<file path="config.mk">
export PLATFORM = sky130hd
export DESIGN_NAME = id_branch_resolver
export DESIGN_NICKNAME = d
export VERILOG_FILES = /design/src/rtl/pcres_pkg.sv /design/src/rtl/branch_target_gen.sv /design/src/rtl/jump_target_gen.sv /design/src/rtl/eq_compare.sv /design/src/rtl/id_branch_resolver.sv
export SDC_FILE = /design/constraint.sdc
export NUM_CORES = 1
export LEC_CHECK = 0
export ABC_AREA = 1
export CAP_MARGIN = 20
export CORE_ASPECT_RATIO = 1.1
export CORE_MARGIN = 3
export CORE_UTILIZATION = 46
export DETAILED_ROUTE_END_ITERATION = 10
export MAX_ROUTING_LAYER = met4
export PLACE_DENSITY = 0.82
export SLEW_MARGIN = 20
export SYNTH_ARGS = -nofsm -noshare
export SYNTH_HDL_FRONTEND = slang
export SYNTH_SLANG_ARGS = --single-unit
</file>
<file path="constraint.sdc">
create_clock -name clk -period 3.2 [get_ports clk]
set_input_delay 0.64 -clock clk [delete_from_list [all_inputs] [get_ports clk]]
set_output_delay 0.64 -clock clk [all_outputs]
set_load 0.05 [all_outputs]
</file>
<file path="src/rtl/pcres_pkg.sv">
package pcres_pkg;
  localparam int OP_HI = 31;
  localparam int OP_LO = 26;
  localparam int OP_W  = OP_HI - OP_LO + 1;

  typedef enum logic [1:0] {
    NPC_SEQ    = 2'd0,
    NPC_BRANCH = 2'd1,
    NPC_JUMP   = 2'd2
  } npc_sel_e;
endpackage

</file>
<file path="src/rtl/branch_target_gen.sv">
module branch_target_gen #(
  parameter int XLEN  = 32,
  parameter int IMM_W = 16
) (
  input  logic [XLEN-1:0] pc_plus4,
  input  logic [XLEN-1:0] insn,
  output logic [XLEN-1:0] target
);
  localparam int EXT_W = XLEN - IMM_W;

  logic [IMM_W-1:0] imm;
  logic [XLEN-1:0]  imm_sx;
  logic [XLEN-1:0]  byte_off;

  always_comb begin
    imm      = insn[IMM_W-1:0];
    imm_sx   = {{EXT_W{imm[IMM_W-1]}}, imm};
    byte_off = {imm_sx[XLEN-3:0], 2'b00};
    target   = pc_plus4 + byte_off;
  end
endmodule

</file>
<file path="src/rtl/jump_target_gen.sv">
module jump_target_gen #(
  parameter int XLEN    = 32,
  parameter int FIELD_W = 26
) (
  input  logic [XLEN-1:0] pc_plus4,
  input  logic [XLEN-1:0] insn,
  output logic [XLEN-1:0] target
);
  localparam int REGION_LO = FIELD_W + 2;

  always_comb target = {pc_plus4[XLEN-1:REGION_LO], insn[FIELD_W-1:0], 2'b00};
endmodule

</file>
<file path="src/rtl/eq_compare.sv">
module eq_compare #(
  parameter int XLEN   = 32,
  parameter int LANE_W = 8
) (
  input  logic [XLEN-1:0] a,
  input  logic [XLEN-1:0] b,
  output logic            equal
);
  localparam int LANES = XLEN / LANE_W;

  logic [LANES-1:0] lane_eq;

  for (genvar g = 0; g < LANES; g++) begin : g_lane
    assign lane_eq[g] = (a[g*LANE_W +: LANE_W] == b[g*LANE_W +: LANE_W]);
  end

  assign equal = &lane_eq;
endmodule

</file>
<file path="src/rtl/id_branch_resolver.sv">
module id_branch_resolver
  import pcres_pkg::*;
#(
  parameter int              XLEN     = 32,
  parameter logic [OP_W-1:0] OP_BEQ   = 6'b000100,
  parameter logic [OP_W-1:0] OP_JMP   = 6'b000010,
  parameter logic [31:0]     RESET_PC = 32'h0000_0000
) (
  input  logic            clk,
  input  logic            rst,
  input  logic [XLEN-1:0] pc_plus4_i,
  input  logic [XLEN-1:0] id_insn_i,
  input  logic [XLEN-1:0] cmp_a_i,
  input  logic [XLEN-1:0] cmp_b_i,
  output logic [XLEN-1:0] next_pc_o,
  output logic            taken_o,
  output logic [XLEN-1:0] pc_o
);
  logic [OP_W-1:0] opcode;
  logic [XLEN-1:0] br_target;
  logic [XLEN-1:0] jmp_target;
  logic            ops_equal;
  npc_sel_e        sel;
  logic [XLEN-1:0] pc_q;

  assign opcode = id_insn_i[OP_HI:OP_LO];

  branch_target_gen #(.XLEN(XLEN), .IMM_W(16)) u_br (
    .pc_plus4(pc_plus4_i), .insn(id_insn_i), .target(br_target));

  jump_target_gen #(.XLEN(XLEN), .FIELD_W(26)) u_jmp (
    .pc_plus4(pc_plus4_i), .insn(id_insn_i), .target(jmp_target));

  eq_compare #(.XLEN(XLEN), .LANE_W(8)) u_eq (
    .a(cmp_a_i), .b(cmp_b_i), .equal(ops_equal));

  always_comb begin
    sel = NPC_SEQ;
    if (opcode == OP_JMP)                   sel = NPC_JUMP;
    else if (opcode == OP_BEQ && ops_equal) sel = NPC_BRANCH;
  end

  always_comb begin
    unique case (sel)
      NPC_JUMP:   next_pc_o = jmp_target;
      NPC_BRANCH: next_pc_o = br_target;
      default:    next_pc_o = pc_plus4_i;
    endcase
    taken_o = (sel != NPC_SEQ);
  end

  always_ff @(posedge clk) begin
    if (rst) pc_q <= RESET_PC[XLEN-1:0];
    else     pc_q <= next_pc_o;
  end

  assign pc_o = pc_q;

  p_reset_pc_r1: assert property (@(posedge clk)
    rst |=> pc_q == RESET_PC[XLEN-1:0]);

  p_pc_load_r2: assert property (@(posedge clk) disable iff (rst)
    !rst |=> pc_q == $past(next_pc_o));

  p_jump_region_r3: assert property (@(posedge clk) disable iff (rst)
    (opcode == OP_JMP) |-> (taken_o && next_pc_o[1:0] == 2'b00
                            && next_pc_o[XLEN-1:XLEN-4] == pc_plus4_i[XLEN-1:XLEN-4]));

  p_beq_equal_r4: assert property (@(posedge clk) disable iff (rst)
    (opcode == OP_BEQ && cmp_a_i == cmp_b_i) |-> taken_o);

  p_beq_differ_r5: assert property (@(posedge clk) disable iff (rst)
    (opcode == OP_BEQ && cmp_a_i != cmp_b_i) |-> (!taken_o && next_pc_o == pc_plus4_i));

  p_other_seq_r7: assert property (@(posedge clk) disable iff (rst)
    (opcode != OP_BEQ && opcode != OP_JMP) |-> (!taken_o && next_pc_o == pc_plus4_i));
endmodule

</file>
==> results of run 1 <==
through the flow:
stage | hold slack [ns] | util [%]
2_1_floorplan | 0.712 | -
3_3_place_gp | 1.20 | 80.6
4_1_cts | 0.744 | 89.4
3_5_place_dp | 1.22 | 80.6
metal layers:
metal  global-route usage (%)  GRT overflow
met1                     64.2             0
met5                        -             -
met2                     96.0            64
met3                     50.3             2
met4                     85.4            50
cells in the mapped netlist (all sizes together):
cell,n
a21boi,1
clkinv,1
nor3,9
nand3b,13
inv,231
and2,7
nand2,439
dfxtp,32
xnor2,5
fa,1
o21ai,3
clkbuf,4
or2,2
nand3,74
xor2,9
ha,29
o21bai,3
a21oi,16
nor2,148
buf,5
nand4,10
cell families after synthesis:
| kind of cell | after synthesis |
|---|---|
| adders and majority gates | 30 |
| DFF | 32 |
| xor gates and xnor gates | 14 |
| and+or+nand+nor | 702 |
| AOI/OAI and AO/OA | 23 |
| buffers and inverters | 241 |
what timing repair did:
action / 4_1_cts
endpoints found under the hold margin: 0
endpoints found under the setup margin: 30
buffers inserted: 23
gates cloned: 1
hold buffers: 0
gates resized for setup: 205
pin swaps: 67
==> results.cfg, run 1 <==
[logic_synthesis]
post_synth.cell_area_avg_um2 = 4.94
synthXorXnorAreaFrac_pct = 2.38
post_synth_instance_area_mm2 = 0.00514
synth.yosys.seq_area_share_pct = 12.5
synth-adder-area-share_pct = 7.45
simple_gate_portion_of_the_synthesized_area_pct = 57.1
synth-compound-area-share_pct = 2.51
yosysTopAreaCellShare_pct = 31.8
postSynthNetCount = 1202
synthDominantAreaCellType = nand2_1
synth_area_leaders = nand2_1 32%, inv_1 17%, dfxtp_1 12%
ys_warn_count = 0
synth.mux.area_fraction_pct = 0
main_combinational_cell_family_by_area_after_synthesis = simple AND/OR/NAND/NOR gates
postSynthCellCount = 1042
synth-seq-cells = 32
number_of_distinct_standard_cells_referenced_by_the_synthesized_netlist = 31

[run_status]
run_status = did not finish
failing_step = 5_1_grt
run.stop_error = [ERROR GRT-0232] Routing congestion too high. Check the congestion heatmap in the GUI.

[clock_tree]
clk_root_buffer_cell = clkbuf_16
cts.sinks = 32
clock_tree.buffer_depth = 2
numCtsBuffers = 5
htree_num_levels = 2

[floorplanning]
initial_utilization_pct = 48.3
io-pin-count = 195
die_w_um = 107
chipHeight_um = 117
placementRows = 39

[place]
portBuffers = 194
dp_hpwl_mm = 18.2
gp_routability_congestion = 0.984
place_ws_ns = -0.458
numPlacedInstances = 1505
placed_cell_area_mm2 = 0.00857

[global_routing]
grt_max_degree = 22
global_route.overflow_total = 116
grt_use_total_pct = 73.2

[timing]
timing.worst_endpoint.kind = output port
postGrtWorstEndpoint = next_pc_o[26]
==> inputs of run 2 (changes only) <==
CORE_ASPECT_RATIO = default   (was 1.1)
CORE_UTILIZATION = 40   (was 46)
MAX_ROUTING_LAYER = default   (was met4)
PLACE_DENSITY = default   (was 0.82)
PLACE_DENSITY_LB_ADDON = 0.15   (was default)
==> run 2 against run 1 <==
The run now ends clean; area after synthesis stayed put; synthesized cell count stayed put.
==> results.cfg, run 2 <==
[clock_tree]
cts.sinks = 32
clk_root_buffer_cell = clkbuf_16
clock_tree.buffer_depth = 2
clk_transition_reported_paths_ns = 0.05
post_cts_hold_buffer_count = 0
tritoncts_clock_tree = built
numCtsBuffers = 5
htree_num_levels = 2

[place]
numPlacedInstances = 1496
dp_hpwl_mm = 15.2
gp_routability_congestion = 0.919
portBuffers = 194
place_ws_ns = -0.422

[routing]
routed_wire_length_per_instance_um = 13.5
routed_wirelength_mm = 20.6
antenna_violating_nets_post_route = 0
dr_total_vias = 7274
drc = 0
drtPass1Iterations = 5
detailedRoute.firstIterationViolations = 453
route.detailed.vias_per_inst = 4.78

[power_and_ir_drop]
combPwrFrac_pct = 58.3
power.density_cell_area_mw_per_mm2 = 249
worst_ir_drop_vdd_mv = 0.216
power.switching_fraction_pct = 40.7
power_leakage_uw = 0.00588
p_clk_share_pct = 24.1
p_switching_uw = 984
share_seq_of_total_power_pct = 17.6
intPower_uw = 1430

[timing]
timing.slew.headroom_pct = 64.5
post-route-period-util_pct = 97.4
post-route-min-period_ns = 3.12
worstMarginPinSlew_ns = 0.530
layout_setup_ws_ns = 0.0836
timing.fmax_mhz = 321
number_of_failing_setup_endpoints_in_the_final_timing_report = 0
rsz0062_at_grt = true
report.final.hold_viol_count = 0
finalMaxSlewViolations = 0
fin_hold_ws_ns = 0.707

[worst_setup_path]
timing.critical_path.required_ns = 2.56
critical_path_type = primary input to output port
endpoint_kind = output port
type_of_origin_of_the_critical_path = primary input
critical_path.max_fanout = 4
cp.arrival_ns = 2.48

[cells_and_area]
drive_gt1_share_pct = 28.9
final_net_count = 1512
layout_commonest_cell = nand2_1
num-fill-cells = 932
multiInputGateArea_mm2 = 0.00448
post_layout_nonfiller_instances = 1523
area.growth.synth_to_final_pct = 88.8
final-seq-area_um2 = 641
largest_register_ff_count = 32
layout_common_cells = 349 x nand2_1, 216 x inv_1, 111 x buf_4

[floorplanning]
total_die_area_mm2 = 0.0143
core_mm2 = 0.0123
initial_utilization_pct = 41.8
chipHeight_um = 119
placementRows = 40
io-pin-count = 195
die_w_um = 119

[worst_hold_path]
min_from = pc_plus4_i[2]
hold_class = primary input to register
hold_end = pc_o[2]$_SDFF_PP0_
worst_hold_path.num_cells = 4

[logic_synthesis]
most_common_cell_in_the_synthesized_netlist = nand2_1
synth-edff-count = 0
ys_warn_count = 0
synth-seq-cells = 32
number_of_distinct_standard_cells_referenced_by_the_synthesized_netlist = 31
post_synth_instance_area_mm2 = 0.00514
postSynth.topFlopCell = dfxtp_1
postSynthCellCount = 1042
postSynthNetCount = 1202
yosysTopAreaCellShare_pct = 31.8
synthDominantAreaCellType = nand2_1
post_synth.cell_area_avg_um2 = 4.94
synth.yosys.seq_area_share_pct = 12.5
synth_commonest_cells = 436 x nand2_1, 230 x inv_1, 134 x nor2_1, 67 x nand3_1, 32 x dfxtp_1
async_reset_ff_share_pct = 0
synth_area_leaders = nand2_1 32%, inv_1 17%, dfxtp_1 12%

[global_routing]
wire_length_of_the_first_global_routing_pass_mm = 30.8
global_route.overflow_total = 0
grt_pass1_vias = 6803
grt_use_total_pct = 26.3
antenna_found_initial = 2
grt_max_degree = 22

[run_status]
run_status = finished clean

[job]
timing.max_cap.violations = 0
==> run 2: cell type report <==
| cell class | instances | area share (%) |
|---|---|---|
| clock inverter | 3 | 0.438 |
| inverter | 232 | 8.97 |
| clock buffer | 5 | 1.29 |
| tap | 168 | 2.16 |
| antenna | 2 | 0.0515 |
| timing repair buffer | 311 | 34.4 |
| sequential | 32 | 6.60 |
| multi-input combinational | 770 | 46.1 |
==> run 2: how the worst max path moves through the flow <==
stage | from | end | cells after the start
after floorplan | pc_plus4_i[2] | next_pc_o[16] | 14
after global placement | pc_plus4_i[2] | next_pc_o[16] | 16
after detailed placement | pc_plus4_i[2] | next_pc_o[16] | 16
after CTS | cmp_b_i[4] | next_pc_o[25] | 13
after global routing | id_insn_i[15] | next_pc_o[29] | 16
final | id_insn_i[5] | next_pc_o[12] | 14
==> run 2: metal layers <==
layer / routed length, um / up-vias / GRT usage, % / part of all wire, %
met3: 1390 / 38 / 5.46 / 6.8
li1: - / 3709 / - / -
met1: 8420 / 3254 / 31.3 / 41
met4: 474 / 0 / 9.31 / 2.3
met2: 10300 / 273 / 46.5 / 50
met5: 0 / - / 0 / 0
==> run 2: kinds of logic (layout without fill, tap and decap cells) <==
kind of cell    Yosys count  count (layout)  synth area share [%]
buf+inv                 241             551                  18.2
xor+xnor                 14              14                  2.38
other cells               0               2                     0
flops                    32              32                  12.5
compound gates           23              23                  2.51
simple gates            702             703                  57.1
fa+ha+maj                30              30                  7.45
==> run 2: timing repair <==
action | 4_1_cts | 5_1_grt
pin swaps | 36 | 85
setup endpoints to repair | 30 | 30
cloned | 2 | 2
setup buffers | 8 | 5
gates resized for setup | 143 | 219
==> run 2: through the flow <==
stage                     instance area (um2)  TNS, ns  power, uW  utilization (%)
after floorplan                          5140        0       1080                -
after global placement                   8360    -6.71       1640             67.9
after detailed placement                 8360    -7.57       1650             67.9
after CTS                                9130  -0.0108       2340             74.2
after global routing                     9710   -0.156       2570             78.9
final                                    9710        0       2420             78.9
==> run 2: power by group through the flow <==
stage,sequential (uW),combinational [uW],clock [uW]
final,426,1410,582
after global routing,428,1530,615
after CTS,426,1320,597
after detailed placement,435,1220,0
after global placement,434,1200,0
after floorplan,516,561,0
==> run 2: worst max-delay path, stage by stage <==
cell and delay [ns]:
dlygate4sd2_1 0.27, ha_4 0.27, nand2_2 0.12, inv_1 0.07, nand2_1 0.07, nand2_1 0.08
nand2_1 0.11, nand3_4 0.12, xor2_2 0.17, nand3_2 0.07, nand2_2 0.06, nor2_1 0.15
inv_1 0.11, buf_12 0.16
Power figures use the tool's default switching activity.
==> inputs of run 3 (changes only) <==
PLACE_DENSITY_LB_ADDON = 0.1   (was 0.15)
==> run 3 against run 2 <==
Hold slack better by 0.017 ns; count of clock-buffer cells in the layout unchanged; largest power group unchanged; non-clock buffer count rose by 14; wire length grew 2.5%; sequential share of layout area is 0.17 points lower; die area unchanged; maximum frequency shrank 0.82%.
==> results.cfg, run 3 (synthesis results as in run 2) <==
[timing]
layout_setup_ws_ns = 0.0577
fin_hold_ws_ns = 0.724
finalMaxSlewViolations = 0
post-route-min-period_ns = 3.14
post-route-period-util_pct = 98.2
number_of_failing_setup_endpoints_in_the_final_timing_report = 0
timing.fmax_mhz = 318
report.final.hold_viol_count = 0
rsz0062_at_grt = true
worstMarginPinSlew_ns = 0.524
timing.slew.headroom_pct = 64.9

[worst_setup_path]
type_of_origin_of_the_critical_path = primary input
critical-path-top-cell-by-count = nor2_2
critical_path.max_fanout = 8
endpoint_kind = output port
critical_path_type = primary input to output port
critical_path.n_buffers_inverters = 5
crit_chain = clkdlybuf4s50_1 > inv_2 > nand2_2 > nand2_2 > nor2_2 > nand4_1 > nor2_2 > nand2_4 > nand2_8 > buf_8 > nor2_1 > nor2_2 > inv_2 > buf_12
timing.critical_path.required_ns = 2.56
worst_path_largest_cell_delay_ns = 0.47
cpLargestDelayFamily = simple AND/OR/NAND/NOR gates
timing.critical_path.slowest_stage_cell = clkdlybuf4s50_1
cp.arrival_ns = 2.50

[clock_tree]
cts.sinks = 32
tritoncts_clock_tree = built
numCtsBuffers = 5
htree_num_levels = 2
clk_transition_reported_paths_ns = 0.06
post_cts_hold_buffer_count = 0
clock_tree.buffer_depth = 2
clk_root_buffer_cell = clkbuf_16

[cells_and_area]
final_net_count = 1525
drive_gt1_share_pct = 30.9
layout_common_cells = 334 x nand2_1, 209 x inv_1, 120 x buf_4
largest_register_ff_count = 32
layout_commonest_cell = nand2_1
num-fill-cells = 905
area.growth.synth_to_final_pct = 94.0

[floorplanning]
initial_utilization_pct = 41.8
io-pin-count = 195
core_mm2 = 0.0123
total_die_area_mm2 = 0.0143
die_w_um = 119
placementRows = 40
chipHeight_um = 119

[routing]
route.detailed.vias_per_inst = 4.82
routed_wirelength_mm = 21.1
antenna_violating_nets_post_route = 0
routed_wire_length_per_instance_um = 13.8
drtPass1Iterations = 5
detailedRoute.firstIterationViolations = 399
drc = 0
dr_total_vias = 7411

[global_routing]
global_route.overflow_total = 0
grt_use_total_pct = 26.5
grt_max_degree = 25
antenna_found_initial = 3
grt_pass1_vias = 6854
wire_length_of_the_first_global_routing_pass_mm = 31.2

[job]
timing.max_cap.violations = 0

[place]
place_ws_ns = -0.504
portBuffers = 194
gp_routability_congestion = 0.938
dp_hpwl_mm = 15.2

[run_status]
run_status = finished clean

[worst_hold_path]
hold_class = primary input to register

[power_and_ir_drop]
worst_ir_drop_vdd_mv = 0.174
power.density_cell_area_mw_per_mm2 = 246
power_leakage_uw = 0.00601
run 3: cell types whose count changed in the layout (fill, tap and decap cells not counted), moves of 7 or more:
cell	change
buf_4	+9
clkbuf_2	-10
dlygate4sd2_1	+8
inv_1	-7
inv_2	+7
nand2_1	-15
nand2_2	+16
nor2_1	-7
nor2_2	+8
run 3: final cells by class:
cell class,instances,area [um2],area share (%)
multi-input combinational,769,4540,45.5
timing repair buffer,325,3540,35.5
inverter,232,871,8.73
sequential,32,641,6.42
tap,168,210,2.11
clock buffer,5,125,1.25
clock inverter,3,42.5,0.426
antenna,2,5.00,0.0502
run 3: final timing paths:
check                    startpoint            endpoint  slack [ns]  cells past startpoint
worst max-delay path     cmp_b_i[8]       next_pc_o[12]        0.06                     14
worst min-delay path  pc_plus4_i[2]  pc_o[2]$_SDFF_PP0_        0.72                      4
run 3: repair_timing:
item,CTS,global route
gates cloned,1,1
buffers inserted,15,15
setup endpoints to repair,29,31
pin swaps,37,64
gates resized for setup,154,212
run 3: stage by stage:
step | util [%] | instances | cell area [um2] | total power (uW) | setup TNS, ns
final | 81.0 | 1536 | 9970 | 2460 | 0
after global routing | 81.0 | 1536 | 9970 | 2600 | -0.536
after CTS | 74.8 | 1518 | 9210 | 2360 | -0.0493
after detailed placement | 67.9 | 1494 | 8360 | 1660 | -8.46
after global placement | 67.9 | 1494 | 8360 | 1650 | -6.86
after floorplan | - | 1042 | 5140 | 1080 | 0
run 3: power by group:
group | total, uW | internal [uW] | switching, uW
clock network | 572 | 366 | 206
logic | 1460 | 672 | 788
registers | 427 | 421 | 5.41
run 3: layer usage:
metal,vias up,wire [um],global-route usage [%]
met5,-,13,0
li1,3725,-,-
met4,2,534,8.52
met1,3354,8680,32.7
met2,284,10400,45.7
met3,46,1530,6.03
==> inputs of run 4 (changes only) <==
CORE_MARGIN = 2   (was 3)
==> run 4 against run 3 <==
Highest routed layer is now met4; wire length shrank 2.2%; critical path depth is the same; largest cell class unchanged; sequential share of layout area grew 0.18 points; maximum frequency shrank 1.6%; flip-flop and latch count is the same.
==> results.cfg, run 4 (synthesis results as in run 2) <==
[run_status]
run_status = finished clean

[timing]
timing.slew.headroom_pct = 64.7
rsz0062_at_grt = true
fin_hold_ws_ns = 0.634
timing.fmax_mhz = 313
report.final.hold_viol_count = 0
finalMaxSlewViolations = 0
number_of_failing_setup_endpoints_in_the_final_timing_report = 0
post-route-period-util_pct = 99.8
worstMarginPinSlew_ns = 0.529
post-route-min-period_ns = 3.19

[floorplanning]
core_mm2 = 0.0126
die_w_um = 117
total_die_area_mm2 = 0.0138
chipHeight_um = 117
initial_utilization_pct = 40.9
placementRows = 41
io-pin-count = 195

[place]
placed_cell_area_mm2 = 0.00830
gp_routability_congestion = 0.914
dp_hpwl_mm = 15.3
portBuffers = 194

[global_routing]
global_route.overflow_total = 0
grt_max_degree = 17
wire_length_of_the_first_global_routing_pass_mm = 31.9
grt_use_total_pct = 28.0
grt_pass1_vias = 6863
antenna_found_initial = 2

[worst_setup_path]
timing.critical_path.required_ns = 2.56
critical_path_type = primary input to output port
endpoint_kind = output port
cp.arrival_ns = 2.55
type_of_origin_of_the_critical_path = primary input
critical_path.max_fanout = 4

[cells_and_area]
final_net_count = 1506
drive_gt1_share_pct = 29.1
finalInstanceArea_mm2 = 0.00970
layout_commonest_cell = nand2_1
area.growth.synth_to_final_pct = 88.5
num-fill-cells = 1001
final-seq-area_um2 = 641
largest_register_ff_count = 32
multiInputGateArea_mm2 = 0.00450
layout_common_cells = 341 x nand2_1, 214 x inv_1, 104 x buf_4

[routing]
drc = 0
routed_wirelength_mm = 20.7
route.detailed.vias_per_inst = 4.78
antenna_violating_nets_post_route = 0
drtPass1Iterations = 5
routed_wire_length_per_instance_um = 13.6
dr_total_vias = 7270
detailedRoute.firstIterationViolations = 397

[power_and_ir_drop]
p_clk_share_pct = 23.4
power.switching_fraction_pct = 40.3
combPwrFrac_pct = 58.7
share_seq_of_total_power_pct = 17.9
power.density_cell_area_mw_per_mm2 = 246
design_power_total_uw = 2380
p_switching_uw = 961
power_leakage_uw = 0.00585
intPower_uw = 1420
worst_ir_drop_vdd_mv = 0.209

[clock_tree]
clock_tree.buffer_depth = 2
numCtsBuffers = 5
tritoncts_clock_tree = built
cts.sinks = 32
clk_root_buffer_cell = clkbuf_16
clk_transition_reported_paths_ns = 0.05
htree_num_levels = 2

[worst_hold_path]
worst_hold_path.num_cells = 3
min_from = pc_plus4_i[2]
hold_end = pc_o[2]$_SDFF_PP0_
hold_class = primary input to register

[job]
timing.max_cap.violations = 0
==> run 4: timing repair <==
item | 4_1_cts | 5_1_grt
setup buffers | 8 | 5
gates cloned | 2 | 1
gates resized for setup | 144 | 212
pin swaps | 32 | 78
endpoints found under the setup margin | 30 | 31
hold buffers | 0 | 0
==> run 4: per-stage QoR <==
step                      instances  utilization, %  TNS (ns)  setup WS, ns
after floorplan                1042               -         0         0.190
after global placement         1495            66.0     -7.33        -0.438
after detailed placement       1495            66.0     -8.51        -0.492
after CTS                      1513            72.1  -0.00302      -0.00302
after global routing           1520            77.1    -0.294        -0.106
final                          1521            77.1         0       0.00799
==> run 4: how the worst max path moves through the flow <==
stage	endpoint	cells after the start	slack (ns)	startpoint
floorplan	next_pc_o[16]	14	0.19	pc_plus4_i[2]
global placement	next_pc_o[16]	16	-0.44	pc_plus4_i[2]
detailed placement	next_pc_o[16]	16	-0.49	pc_plus4_i[2]
CTS	next_pc_o[30]	14	-0.003	cmp_b_i[12]
global route	next_pc_o[11]	15	-0.11	pc_plus4_i[6]
finish	next_pc_o[11]	14	0.008	id_insn_i[6]
==> run 4: layout make-up <==
class                           count  area share [%]
Clock buffer                        6            1.33
Clock inverter                      2           0.361
Tap cell                          172            2.22
Inverter                          232            8.98
Multi-Input combinational cell    770            46.4
Sequential cell                    32            6.61
Timing Repair Buffer              305            34.0
Antenna cell                        2          0.0516
==> run 4: layer usage <==
metal	part of all wire, %	track usage, %	vias up
li1	-	-	3698
met1	41	34.1	3259
met2	50	50.6	275
met3	6.3	3.65	38
met4	2.6	9.11	0
met5	0	0	-
==> run 4: power by group through the flow <==
stage | Combinational, uW | Sequential (uW) | Clock [uW]
5_1_grt | 1520 | 429 | 583
3_3_place_gp | 1200 | 435 | 0
3_5_place_dp | 1220 | 435 | 0
2_1_floorplan | 561 | 516 | 0
6_report | 1400 | 427 | 558
4_1_cts | 1310 | 427 | 564
==> run 4: critical path, cell delays in order <==
cell and delay (ns):
clkdlybuf4s15_1 0.24, ha_4 0.30, nand2_1 0.08, nand2_2 0.08, nand2_1 0.06, nand2_1 0.06
nand3b_1 0.26, buf_4 0.20, xor2_1 0.20, nand3_1 0.10, nand2_1 0.09, nor2_2 0.05
inv_2 0.06, buf_12 0.13
